<file path="config.mk">
export PLATFORM = sky130hd
export DESIGN_NAME = msgport
export DESIGN_NICKNAME = d
export VERILOG_FILES = /design/src/rtl/msgport_pkg.sv /design/src/rtl/msgport_tx.sv /design/src/rtl/msgport_req.sv /design/src/rtl/msgport_rsp.sv /design/src/rtl/msgport.sv
export SDC_FILE = /design/constraint.sdc
export NUM_CORES = 1
export LEC_CHECK = 0
export BUFFER_PORTS_ARGS = -buffer_cell sky130_fd_sc_hd__buf_2
export CORE_ASPECT_RATIO = 0.9
export CORE_MARGIN = 10
export CORE_UTILIZATION = 25
export CTS_BUF_LIST = sky130_fd_sc_hd__clkbuf_4 sky130_fd_sc_hd__clkbuf_8 sky130_fd_sc_hd__clkbuf_16
export CTS_CLUSTER_SIZE = 10
export DETAILED_ROUTE_END_ITERATION = 6
export PLACE_DENSITY_LB_ADDON = 0.1
export SYNTH_ARGS = -nofsm -noshare
export SYNTH_HDL_FRONTEND = slang
export SYNTH_SLANG_ARGS = --single-unit
export TNS_END_PERCENT = 20
</file>
<file path="constraint.sdc">
create_clock -name clk -period 2.7 [get_ports clk]
set_input_delay 0.27 -clock clk [delete_from_list [all_inputs] [get_ports clk]]
set_output_delay 0.27 -clock clk [all_outputs]
set_load 0.02 [all_outputs]
</file>
<file path="src/rtl/msgport_pkg.sv">
package msgport_pkg;
    localparam int IDX_DATA = 0;
    localparam int IDX_CTRL = 1;
    localparam int IDX_RESP = 2;
    localparam int IDX_STAT = 3;

    localparam int FLG_READ_RESP = 31;
    localparam int FLG_WRITE_REQ = 30;
    localparam int FLG_READ_REQ  = 29;
    localparam int FLG_HALF_WORD = 28;

    localparam int ST_READ_PEND = 0;
    localparam int ST_REQ_PEND  = 1;
    localparam int ST_RSP_PEND  = 2;
    localparam int ST_BUSY      = 4;
endpackage

</file>
<file path="src/rtl/msgport_tx.sv">
module msgport_tx #(
    parameter int DATA_W = 32
) (
    input  logic                clk,
    input  logic                rst_n,
    input  logic                data_wr,
    input  logic                ctrl_wr,
    input  logic [DATA_W-1:0]   wdata,
    output logic                out_valid,
    input  logic                out_ready,
    output logic [2*DATA_W-1:0] out_word,
    output logic                read_issued
);
    import msgport_pkg::*;
    localparam int WORD_W = 2 * DATA_W;

    typedef struct packed {
        logic [DATA_W-1:0] stage;
        logic [WORD_W-1:0] word;
        logic              busy;
    } tx_state_t;

    tx_state_t st_d, st_q;

    always_comb begin
        st_d = st_q;
        if (data_wr) st_d.stage = wdata;
        if (st_q.busy && out_ready) st_d.busy = 1'b0;
        if (ctrl_wr && !st_q.busy) begin
            st_d.word = {wdata, st_q.stage};
            st_d.busy = 1'b1;
        end
    end

    always_ff @(posedge clk or negedge rst_n) begin
        if (!rst_n) st_q <= '0;
        else        st_q <= st_d;
    end

    assign out_valid   = st_q.busy;
    assign out_word    = st_q.word;
    assign read_issued = st_q.busy && out_ready && st_q.word[DATA_W + FLG_READ_REQ];

    p_commit_r2: assert property (@(posedge clk) disable iff (!rst_n)
        ctrl_wr && !out_valid |=> out_valid);
    p_hold_word_r3: assert property (@(posedge clk) disable iff (!rst_n)
        out_valid && !out_ready |=> out_valid && $stable(out_word));
    p_drop_after_accept_r4: assert property (@(posedge clk) disable iff (!rst_n)
        out_valid && out_ready |=> !out_valid);
endmodule

</file>
<file path="src/rtl/msgport_req.sv">
module msgport_req #(
    parameter int DATA_W = 32
) (
    input  logic                clk,
    input  logic                rst_n,
    input  logic                in_req_valid,
    input  logic [2*DATA_W-1:0] in_req_word,
    input  logic                ctrl_rd,
    output logic                in_req_ready,
    output logic                req_pend,
    output logic [2*DATA_W-1:0] req_word
);
    localparam int WORD_W = 2 * DATA_W;

    typedef struct packed {
        logic [WORD_W-1:0] word;
        logic              pend;
    } req_state_t;

    req_state_t st_d, st_q;

    always_comb begin
        st_d = st_q;
        if (ctrl_rd) st_d.pend = 1'b0;
        if (in_req_valid && !st_q.pend) begin
            st_d.word = in_req_word;
            st_d.pend = 1'b1;
        end
    end

    always_ff @(posedge clk or negedge rst_n) begin
        if (!rst_n) st_q <= '0;
        else        st_q <= st_d;
    end

    assign in_req_ready = !st_q.pend;
    assign req_pend     = st_q.pend;
    assign req_word     = st_q.word;

    p_latch_r5: assert property (@(posedge clk) disable iff (!rst_n)
        in_req_valid && in_req_ready |=> req_pend && !in_req_ready && (req_word == $past(in_req_word)));
    p_hold_r6: assert property (@(posedge clk) disable iff (!rst_n)
        req_pend && !ctrl_rd |=> req_pend && $stable(req_word));
endmodule

</file>
<file path="src/rtl/msgport_rsp.sv">
module msgport_rsp #(
    parameter int DATA_W = 32
) (
    input  logic              clk,
    input  logic              rst_n,
    input  logic              rsp_valid,
    input  logic [DATA_W-1:0] rsp_data,
    input  logic              read_issued,
    input  logic              resp_rd,
    output logic              rd_pend,
    output logic              rsp_pend,
    output logic [DATA_W-1:0] rsp_word
);
    typedef struct packed {
        logic [DATA_W-1:0] data;
        logic              rd_pend;
        logic              rsp_pend;
    } rsp_state_t;

    rsp_state_t st_d, st_q;

    always_comb begin
        st_d = st_q;
        // a newly issued read outranks the response to an older one
        if (rsp_valid)   st_d.rd_pend = 1'b0;
        if (read_issued) st_d.rd_pend = 1'b1;
        // a new arrival outranks the software read of the old one
        if (resp_rd)     st_d.rsp_pend = 1'b0;
        if (rsp_valid) begin
            st_d.rsp_pend = 1'b1;
            st_d.data     = rsp_data;
        end
    end

    always_ff @(posedge clk or negedge rst_n) begin
        if (!rst_n) st_q <= '0;
        else        st_q <= st_d;
    end

    assign rd_pend  = st_q.rd_pend;
    assign rsp_pend = st_q.rsp_pend;
    assign rsp_word = st_q.data;

    p_read_set_r7: assert property (@(posedge clk) disable iff (!rst_n)
        read_issued |=> rd_pend);
    p_rsp_flag_r8: assert property (@(posedge clk) disable iff (!rst_n)
        rsp_valid |=> rsp_pend && (rsp_word == $past(rsp_data)));
    p_rdpend_fall_r9: assert property (@(posedge clk) disable iff (!rst_n)
        $fell(rd_pend) |-> $past(rsp_valid));
endmodule

</file>
<file path="src/rtl/msgport.sv">
module msgport #(
    parameter int DATA_W = 32
) (
    input  logic                clk,
    input  logic                rst_n,
    input  logic                reg_wr_en,
    input  logic                reg_rd_en,
    input  logic [1:0]          reg_addr,
    input  logic [DATA_W-1:0]   reg_wdata,
    output logic [DATA_W-1:0]   reg_rdata,
    output logic                out_valid,
    input  logic                out_ready,
    output logic [2*DATA_W-1:0] out_word,
    input  logic                in_req_valid,
    output logic                in_req_ready,
    input  logic [2*DATA_W-1:0] in_req_word,
    input  logic                rsp_valid,
    input  logic [DATA_W-1:0]   rsp_data
);
    import msgport_pkg::*;
    localparam int WORD_W = 2 * DATA_W;

    logic data_wr, ctrl_wr, ctrl_rd, resp_rd;
    logic read_issued, req_pend, rd_pend, rsp_pend;
    logic [WORD_W-1:0] req_word;
    logic [DATA_W-1:0] rsp_word;
    logic [DATA_W-1:0] status;

    assign data_wr = reg_wr_en && (reg_addr == 2'(IDX_DATA));
    assign ctrl_wr = reg_wr_en && (reg_addr == 2'(IDX_CTRL));
    assign ctrl_rd = reg_rd_en && (reg_addr == 2'(IDX_CTRL));
    assign resp_rd = reg_rd_en && (reg_addr == 2'(IDX_RESP));

    msgport_tx #(.DATA_W(DATA_W)) u_tx (
        .clk(clk), .rst_n(rst_n), .data_wr(data_wr), .ctrl_wr(ctrl_wr),
        .wdata(reg_wdata), .out_valid(out_valid), .out_ready(out_ready),
        .out_word(out_word), .read_issued(read_issued)
    );

    msgport_req #(.DATA_W(DATA_W)) u_req (
        .clk(clk), .rst_n(rst_n), .in_req_valid(in_req_valid),
        .in_req_word(in_req_word), .ctrl_rd(ctrl_rd),
        .in_req_ready(in_req_ready), .req_pend(req_pend), .req_word(req_word)
    );

    msgport_rsp #(.DATA_W(DATA_W)) u_rsp (
        .clk(clk), .rst_n(rst_n), .rsp_valid(rsp_valid), .rsp_data(rsp_data),
        .read_issued(read_issued), .resp_rd(resp_rd), .rd_pend(rd_pend),
        .rsp_pend(rsp_pend), .rsp_word(rsp_word)
    );

    always_comb begin
        status               = '0;
        status[ST_READ_PEND] = rd_pend;
        status[ST_REQ_PEND]  = req_pend;
        status[ST_RSP_PEND]  = rsp_pend;
        status[ST_BUSY]      = out_valid;
    end

    always_comb begin
        unique case (reg_addr)
            2'(IDX_DATA): reg_rdata = req_word[DATA_W-1:0];
            2'(IDX_CTRL): reg_rdata = req_word[WORD_W-1:DATA_W];
            2'(IDX_RESP): reg_rdata = rsp_word;
            default:      reg_rdata = status;
        endcase
    end

    p_ready_back_r6: assert property (@(posedge clk) disable iff (!rst_n)
        ctrl_rd && !in_req_valid |=> in_req_ready);
    p_rsp_cleared_r8: assert property (@(posedge clk) disable iff (!rst_n)
        resp_rd && !rsp_valid |=> !rsp_pend);
endmodule

</file>
==> impl_metrics.env, run 1 <==
export IMPL_critPathTopFamily="buffers and inverters"
export IMPL_hold_violations=0
export IMPL_worstSetupPathType="input pin to primary output"
export IMPL_drcViolationCount=0
export IMPL_cts_setup_buffers=0
export IMPL_drv_slew=0
export IMPL_cts_sinks=196
export IMPL_io_buffers=234
export IMPL_synth_top_area_cell="dfrtp_1"
export IMPL_die_y_um=197
export IMPL_cp_required_ns=2.43
export IMPL_synth_top_area_frac=0.562
export IMPL_drive_gt1_frac=0.647
export IMPL_p_leak_uw=0.00482
export IMPL_crit_chain="buf_2 -> buf_4 -> nor2b_2 -> buf_4 -> o2bb2ai_1 -> buf_2"
export IMPL_die_w_um=217
export IMPL_ys_ff_latch=196
export IMPL_crit_path_top_delay_cell="buf_4"
export IMPL_p_per_area_mw_per_mm2=925
export IMPL_grt_total_usage=0.113
export IMPL_clock_root_buffer="clkbuf_16"
export IMPL_synth_area_leaders="dfrtp_1, mux2_2, mux2_4"
export IMPL_tns_ns=0
export IMPL_place_gp_congestion=0.765
export IMPL_io_pins=235
export IMPL_cts_buffers=17
export IMPL_wl_um=24100
export IMPL_cp_start_kind="input pin"
export IMPL_layout_setup_ws_ns=0.793
export IMPL_clock_path_buffers=2
export IMPL_drv_cap=0
export IMPL_worst_path_buf_inv=4
export IMPL_fillers=3496
export IMPL_drtIter0Drc=215
export IMPL_regArea_mm2=0.00490
export IMPL_setup_viol_count_final=0
export IMPL_htreeDepth=4
export IMPL_die_area_mm2=0.0428
export IMPL_synth_nets=695
export IMPL_ys_seq_area_frac=0.562
export IMPL_finalCritPeriodShare=0.706
export IMPL_rsz0062_at_grt="no"
export IMPL_cp_slowest_stage_delay_ns=0.37
export IMPL_antenna_found_initial=3
export IMPL_via_per_inst=4.18
export IMPL_max_freq_ghz=0.524
export IMPL_grt_pass1_vias=5835
export IMPL_arrival_ns=1.64
export IMPL_cp_max_fo=28
export IMPL_hold_depth=2
export IMPL_worstReg2RegEnd="u_tx.out_word[13]$_DFFE_PN0P_"
export IMPL_fin_crit_ns=1.91
export IMPL_num_vias=5052
export IMPL_tightestPinTransition_ns=0.909
export IMPL_multi_input_area_mm2=0.00307
export IMPL_grt_max_degree=82
export IMPL_yosysWarnings=0
export IMPL_hold_path_startpoint="rsp_data[30]"
export IMPL_synthesis_area_mm2=0.00872
export IMPL_min_to="u_rsp.rsp_word[30]$_DFFE_PN0P_"
export IMPL_end_kind="primary output"
export IMPL_max_slew_margin=0.394
export IMPL_rows=64
export IMPL_dr_pass1_iters=4
export IMPL_avgRoutedWirePerCell_um=20.0
export IMPL_detailed_place_hpwl_um=17700
export IMPL_status="finished clean"
export IMPL_r2r_cells=3
export IMPL_grt_overflow_total=0
export IMPL_core_area_mm2=0.0342
export IMPL_tritoncts="done"
export IMPL_initial_core_util=0.255
export IMPL_clk_latency_ns=0.43
export IMPL_synth_cells=558
export IMPL_syn_area_per_cell_um2=15.6
export IMPL_synth_cell_types=19
export IMPL_place_ws_ns=0.731
export IMPL_grt_pass1_wl_um=37000
export IMPL_peakVddDrop_uv=414
export IMPL_ant_nets=0
export IMPL_r2r_start="u_tx.out_valid$_DFFE_PN0P_"
export IMPL_finClkSkew_ns=0.00763
export IMPL_nNetsFinal=870
export IMPL_worstSetupStartpoint="reg_addr[1]"
export IMPL_syn2layout_area_growth_pct=20.5
export IMPL_path_clk_slew_ns=0.08
export IMPL_min_path_type="input pin to flop"
export IMPL_rrSetupSlack_ns=0.89
## routing by layer
metal / routed length [µm] / global-route usage / part of all wire / vias to the layer above
li1: - / - / - / 2273
met1: 10600 / 0.140 / 0.44 / 2642
met2: 11900 / 0.189 / 0.49 / 113
met3: 1230 / 0.0331 / 0.051 / 20
met4: 341 / 0.0336 / 0.014 / 4
met5: 24 / 0 / 0.00099 / -
## how the worst max path moves through the flow
stage	cells past startpoint	slack (ns)	to
6_report	6	0.79	reg_rdata[29]
5_1_grt	6	0.68	reg_rdata[13]
4_1_cts	6	0.73	reg_rdata[15]
3_5_place_dp	6	0.73	reg_rdata[15]
3_3_place_gp	6	0.74	reg_rdata[15]
2_1_floorplan	4	1.16	u_tx.out_word[14]$_DFFE_PN0P_
## stage by stage
step | hold slack (ns) | total power [µW] | utilization | cells | area, µm²
2_1_floorplan | -0.0256 | 6630 | - | 558 | 8720
3_3_place_gp | 0.352 | 7250 | 0.290 | 1175 | 9930
3_5_place_dp | 0.378 | 7340 | 0.290 | 1175 | 9930
4_1_cts | 0.0347 | 9940 | 0.307 | 1208 | 10500
5_1_grt | 0.0337 | 10300 | 0.307 | 1209 | 10500
6_report | 0.0616 | 9730 | 0.307 | 1209 | 10500
## where the power goes
part / internal (µW) / switching [µW] / total (µW)
sequential: 3850 / 481 / 4330
combinational: 1440 / 1440 / 2880
clock: 1270 / 1250 / 2520
total: 6550 / 3170 / 9730
## state kept, by name, indices dropped and copies added (netlist names)
register	cells
u_req.req_pend	1
u_req.req_word	64
u_rsp.rd_pend	1
u_rsp.rsp_pend	1
u_rsp.rsp_word	32
u_tx.out_valid	1
u_tx.out_word	64
u_tx.st_q	32
## Yosys cell counts, drive strengths merged
| cell | number |
|---|---|
| nor2b | 2 |
| and4bb | 1 |
| a21o | 3 |
| mux2 | 192 |
| inv | 3 |
| o21ai | 1 |
| mux4 | 4 |
| o2bb2ai | 28 |
| clkbuf | 4 |
| nand3b | 2 |
| buf | 92 |
| mux2i | 28 |
| dfrtp | 196 |
| nor3b | 1 |
| nand3 | 1 |
## logic make-up (layout without fill, tap and decap cells)
| logic type | after synthesis | after routing | synth area share |
|---|---|---|---|
| muxes | 224 | 224 | 0.311 |
| DFF | 196 | 196 | 0.562 |
| buffers and inverters | 99 | 287 | 0.0871 |
| AOI/OAI and AO/OA | 32 | 32 | 0.0313 |
| and+or+nand+nor | 7 | 7 | 0.00775 |
| other | 0 | 1 | 0 |
## layout by cell type, fill, tap and decap left out, types with 3 or more instances in the layout
master     Yosys  final
mux2_2       143    143
mux2i_1       28     28
buf_2         16    233
mux2_4        49     49
inv_6          0      4
clkbuf_16      0     17
a21o_1         3      3
clkinv_4       0      3
buf_12         6      5
buf_4         68     12
dfrtp_1      196    196
clkbuf_8       0      3
o2bb2ai_1     28     28
inv_1          3      3
mux4_2         4      4
inv_8          0      3
## repair_timing
action                                 in CTS  in global routing
resized for setup                           0                  0
endpoints found under the hold margin      76                  0
hold buffers                                1                  0
## final cells by class
cell class | count | area share
inverters | 3 | 0.00107
diodes | 1 | 0.000238
flip-flops and latches | 196 | 0.467
well taps | 462 | 0.0550
clock inverters | 13 | 0.0110
repair buffers | 252 | 0.131
multi-input cells | 263 | 0.292
clock buffers | 19 | 0.0431
Note: power is estimated with default switching activity, not from simulation.
==> inputs of run 2 (changes only) <==
- ABC_AREA: not set -> 1
- clock period: 2.7 -> 1.8 ns (I/O delays scaled with it)
==> run 2 against run 1 <==
Against the previous run: register-to-register slack worse by 0.35 ns; global-route usage increased by 3.2 points; setup slack got worse by 0.63 ns; area after synthesis grew 1.4%.
==> impl_metrics.env, run 2 <==
export IMPL_status="finished clean"
export IMPL_core_area_mm2=0.0350
export IMPL_cp_start_kind="flop"
export IMPL_initial_core_util=0.253
export IMPL_cts_buffers=17
export IMPL_synth_top_area_frac=0.554
export IMPL_synth_area_leaders="dfrtp_1, nand2_1, nand3_1"
export IMPL_drv_cap=0
export IMPL_ant_nets=0
export IMPL_cp_slowest_stage_delay_ns=0.41
export IMPL_dp_cells=1661
export IMPL_min_path_type="input pin to flop"
export IMPL_combPwrFrac=0.271
export IMPL_ctsHoldBuffers=128
export IMPL_syn2layout_area_growth_pct=35.4
export IMPL_synth_nets=1199
export IMPL_fin_crit_ns=1.64
export IMPL_arrival_ns=1.46
export IMPL_antenna_found_initial=5
export IMPL_worstSetupPathType="flop to primary output"
export IMPL_grt_max_degree=65
export IMPL_wl_um=30700
export IMPL_drv_slew=0
export IMPL_fin_hold_ws_ns=0.0247
export IMPL_drive_gt1_frac=0.226
export IMPL_p_leak_uw=0.00641
export IMPL_cts_setup_buffers=0
export IMPL_pwr_share_clk=0.282
export IMPL_grt_pass1_wl_um=49500
export IMPL_grt_overflow_total=0
export IMPL_die_w_um=218
export IMPL_end_kind="primary output"
export IMPL_via_per_inst=4.23
export IMPL_hold_violations=0
export IMPL_synthFlopType="dfrtp_1"
export IMPL_max_freq_ghz=0.610
export IMPL_synth_top_area_cell="dfrtp_1"
export IMPL_die_area_mm2=0.0433
export IMPL_cp_required_ns=1.62
export IMPL_mostFrequentLayoutCells="nand2_1, buf_2, nand3_1"
export IMPL_avgRoutedWirePerCell_um=16.8
export IMPL_synth_cells=1062
export IMPL_crit_chain="inv_2 -> buf_12 -> buf_2"
export IMPL_final_common_cell="nand2_1"
export IMPL_synth_cell_types=14
export IMPL_ys_ff_latch=196
export IMPL_yosysMostFrequentCell="nand2_1"
export IMPL_num_vias=7720
export IMPL_place_gp_congestion=0.777
export IMPL_tritoncts="done"
export IMPL_clock_path_buffers=2
export IMPL_path_clk_slew_ns=0.07
export IMPL_max_slew_margin=0.658
export IMPL_peakVddDrop_uv=630
export IMPL_p_per_area_mw_per_mm2=1170
export IMPL_grt_pass1_vias=8372
export IMPL_htreeDepth=4
export IMPL_synthesis_area_mm2=0.00885
export IMPL_rsz0062_at_grt="no"
export IMPL_swShare=0.360
export IMPL_ys_seq_area_frac=0.554
export IMPL_detailed_place_hpwl_um=20500
export IMPL_drcViolationCount=0
export IMPL_cts_resized=0
export IMPL_clock_root_buffer="clkbuf_16"
export IMPL_clk_latency_ns=0.45
export IMPL_finClkSkew_ns=0.00931
export IMPL_rows=65
export IMPL_drtIter0Drc=446
export IMPL_nNetsFinal=1476
export IMPL_synth_common_cells="nand2_1, nand3_1, dfrtp_1"
export IMPL_finalCritPeriodShare=0.911
export IMPL_final_cell_count_no_fill=1825
export IMPL_die_y_um=198
export IMPL_io_buffers=234
export IMPL_synth_edf_count=0
export IMPL_syn_area_per_cell_um2=8.33
export IMPL_cp_max_fo=50
export IMPL_tns_ns=0
export IMPL_dr_pass1_iters=5
export IMPL_setup_viol_count_final=0
export IMPL_tightestPinTransition_ns=0.512
export IMPL_yosysWarnings=0
export IMPL_fillers=3716
export IMPL_seqPwrFrac=0.447
export IMPL_cts_sinks=196
export IMPL_io_pins=235
export IMPL_crit_path_top_delay_cell="dfrtp_1"
export IMPL_p_int_uw=8980
export IMPL_switching_power_uw=5050
export IMPL_synthArstFlopShare=1.00
export IMPL_grt_total_usage=0.146
run 2: cell count changes after synthesis, moves of 14 or more:
cell	previous run	this run
buf_4	68	82
nand3_1	1	201
mux2_2	143	0
mux2i_1	28	0
o2bb2ai_1	28	0
nand2_1	0	513
mux2_4	49	0
run 2: final timing paths:
kind / startpoint / endpoint / cells after the start / slack, ns
max in group asynchronous: rst_n / u_tx.out_word[15]$_DFFE_PN0P_ / 3 / 0.87
min in group asynchronous: rst_n / u_tx.out_word[10]$_DFFE_PN0P_ / 2 / 0.27
min: in_req_word[8] / u_req.req_word[8]$_DFFE_PN0P_ / 3 / 0.02
max reg2reg: u_req.req_pend$_DFFE_PN0P_ / u_req.req_word[27]$_DFFE_PN0P_ / 5 / 0.54
max: u_req.req_pend$_DFFE_PN0P_ / in_req_ready / 3 / 0.16
min reg2reg: u_tx.out_word[17]$_DFFE_PN0P_ / u_tx.out_word[17]$_DFFE_PN0P_ / 2 / 0.47
run 2: critical path: cells and delay by family (launching register included):
family	cells	cell delay, ns
buffers and inverters	3	0.57
flip-flops	1	0.41
run 2: kinds of logic after synthesis:
| family | share of synthesized area |
|---|---|
| simple gates | 0.337 |
| flops | 0.554 |
| buf+inv | 0.107 |
| compound gates | 0.00170 |
run 2: per-stage QoR:
| step | utilization | setup slack (ns) | total power (µW) | cell area, µm² |
|---|---|---|---|---|
| finish | 0.342 | 0.161 | 14000 | 12000 |
| global route | 0.342 | 0.0775 | 15000 | 12000 |
| CTS | 0.342 | 0.108 | 14300 | 12000 |
| detailed placement | 0.289 | 0.370 | 10000 | 10100 |
| global placement | 0.289 | 0.389 | 10000 | 10100 |
| floorplan | - | 0.641 | 8880 | 8850 |
run 2: power groups by stage:
stage	clock, µW	combinational (µW)	sequential [µW]
floorplan	0	2750	6130
global route	4290	4290	6430
global placement	0	3650	6380
finish	3950	3800	6280
detailed placement	0	3680	6350
CTS	4140	3900	6280
run 2: routing by layer:
| layer | part of all wire | up-vias | track usage | wire, µm |
|---|---|---|---|---|
| li1 | - | 3857 | - | - |
| met1 | 0.47 | 3664 | 0.192 | 14500 |
| met2 | 0.46 | 183 | 0.231 | 14100 |
| met3 | 0.055 | 14 | 0.0424 | 1690 |
| met4 | 0.0088 | 2 | 0.0324 | 269 |
| met5 | 0.00042 | - | 0 | 13 |
run 2: final cells by class:
| class | count | area, µm² | area share |
|---|---|---|---|
| well taps | 469 | 587 | 0.0490 |
| diodes | 4 | 10.0 | 0.000836 |
| clock buffers | 17 | 425 | 0.0355 |
| repair buffers | 392 | 2850 | 0.238 |
| clock inverters | 15 | 165 | 0.0138 |
| flip-flops and latches | 196 | 4900 | 0.410 |
| multi-input cells | 723 | 3000 | 0.250 |
| inverters | 9 | 35.0 | 0.00293 |
==> inputs of run 3 (changes only) <==
- ABC_AREA: 1 -> not set
==> run 3 against run 2 <==
Against the previous run: via count shrank 29%; non-clock buffer count shrank 2; final cell count shrank 26%; critical path type unchanged; critical endpoint is now reg_rdata[1]; largest power group unchanged.
==> impl_metrics.env, run 3 (synthesis gave the netlist of run 1 again) <==
export IMPL_status="finished clean"
export IMPL_fin_crit_ns=1.73
export IMPL_layout_setup_ws_ns=0.0705
export IMPL_cp_slowest_stage_delay_ns=0.49
export IMPL_drcViolationCount=0
export IMPL_cts_buffers=17
export IMPL_crit_path_top_delay_cell="mux4_2"
export IMPL_grt_pass1_vias=6377
export IMPL_hold_violations=0
export IMPL_antenna_found_initial=3
export IMPL_critPathTopFamily="multiplexers"
export IMPL_drive_gt1_frac=0.559
export IMPL_crit_chain="mux4_2 -> buf_2"
export IMPL_tritoncts="done"
export IMPL_tns_ns=0
export IMPL_grt_max_degree=48
export IMPL_peakVddDrop_uv=602
export IMPL_place_ws_ns=0.274
export IMPL_min_path_type="input pin to flop"
export IMPL_initial_core_util=0.255
export IMPL_final_common_cell="buf_2"
export IMPL_drtIter0Drc=174
export IMPL_worstSetupPathType="flop to primary output"
export IMPL_p_leak_uw=0.00546
export IMPL_avgRoutedWirePerCell_um=18.2
export IMPL_cp_start_kind="flop"
export IMPL_io_pins=235
export IMPL_place_area_mm2=0.0101
export IMPL_wl_um=24600
export IMPL_dr_pass1_iters=4
export IMPL_design_area_mm2=0.0120
export IMPL_clk_latency_ns=0.45
export IMPL_worst_path_buf_inv=1
export IMPL_place_gp_congestion=0.737
export IMPL_fin_hold_ws_ns=0.0466
export IMPL_grt_overflow_total=0
export IMPL_p_per_area_mw_per_mm2=1270
export IMPL_path_clk_slew_ns=0.07
export IMPL_tightestPinTransition_ns=0.474
export IMPL_htreeDepth=4
export IMPL_num_vias=5504
export IMPL_via_per_inst=4.08
export IMPL_cp_max_fo=4
export IMPL_nNetsFinal=1008
export IMPL_drv_slew=0
export IMPL_grt_pass1_wl_um=38300
export IMPL_syn2layout_area_growth_pct=37.7
export IMPL_clock_root_buffer="clkbuf_16"
export IMPL_rsz0062_at_grt="no"
export IMPL_fillers=3349
export IMPL_setup_viol_count_final=0
export IMPL_rows=64
export IMPL_cts_sinks=196
export IMPL_die_area_mm2=0.0428
export IMPL_end_kind="primary output"
export IMPL_grt_total_usage=0.117
export IMPL_max_freq_ghz=0.578
export IMPL_drv_cap=0
export IMPL_finalCritPeriodShare=0.961
export IMPL_core_area_mm2=0.0342
export IMPL_max_slew_margin=0.684
export IMPL_cp_required_ns=1.62
export IMPL_arrival_ns=1.55
export IMPL_die_w_um=217
export IMPL_io_buffers=234
export IMPL_die_y_um=197
export IMPL_mostFrequentLayoutCells="buf_2, dfrtp_1, mux2_2"
export IMPL_detailed_place_hpwl_um=17700
export IMPL_clock_path_buffers=2
export IMPL_ant_nets=0
export IMPL_finClkSkew_ns=0.0113
[run 3: through the flow]
stage	util	total power, µW	cells
5_1_grt	0.351	16100	1347
6_report	0.351	15200	1349
3_5_place_dp	0.294	11000	1184
3_3_place_gp	0.294	10900	1184
2_1_floorplan	-	9950	558
4_1_cts	0.351	15500	1347
[run 3: final cells by class]
class,instances,area [µm²],share of cell area
flip-flops and latches,196,4910,0.409
multi-input cells,263,3070,0.255
repair buffers,390,2810,0.234
well taps,462,578,0.0481
clock buffers,18,433,0.0360
clock inverters,14,201,0.0168
inverters,3,11.3,0.000938
diodes,3,7.51,0.000625
[run 3: worst paths after layout]
path / from / to / slack, ns / cells past startpoint
worst min-delay path: out_ready / u_rsp.rd_pend$_DFFE_PN0P_ / 0.05 / 3
worst max register to register: u_tx.out_valid$_DFFE_PN0P_ / u_tx.out_word[59]$_DFFE_PN0P_ / 0.14 / 4
worst max-delay path: u_req.req_pend$_DFFE_PN0P_ / reg_rdata[1] / 0.07 / 2
min in group asynchronous: rst_n / u_tx.st_q[80]$_DFFE_PN0P_ / 0.24 / 2
max in group asynchronous: rst_n / u_tx.out_word[29]$_DFFE_PN0P_ / 0.93 / 3
worst min register to register: u_tx.st_q[65]$_DFFE_PN0P_ / u_tx.out_word[0]$_DFFE_PN0P_ / 0.50 / 1
[run 3: worst min-delay path: cells and delay by family]
kind / cells / cell delay (ns)
AND/OR/NAND/NOR: 1 / 0.09
AO/OA/AOI/OAI: 1 / 0.08
buffers and inverters: 1 / 0.10
[run 3: layer usage]
metal  global-route usage  up-vias  share of wire
li1                     -     2546              -
met1                0.138     2826           0.43
met2                0.202      114           0.51
met3               0.0334       16          0.045
met4               0.0336        2          0.011
met5                    0        -        0.00053
[run 3: where the power goes]
group	internal, µW	total [µW]	switching [µW]
sequential	5780	6520	737
combinational	2380	4550	2180
clock	2360	4150	1790
total	10500	15200	4700
[run 3: timing repair]
item,CTS,global route
endpoints found under the hold margin,198,0
hold buffers,129,0
endpoints found under the setup margin,1,2
setup buffers,2,0
gates resized for setup,3,1
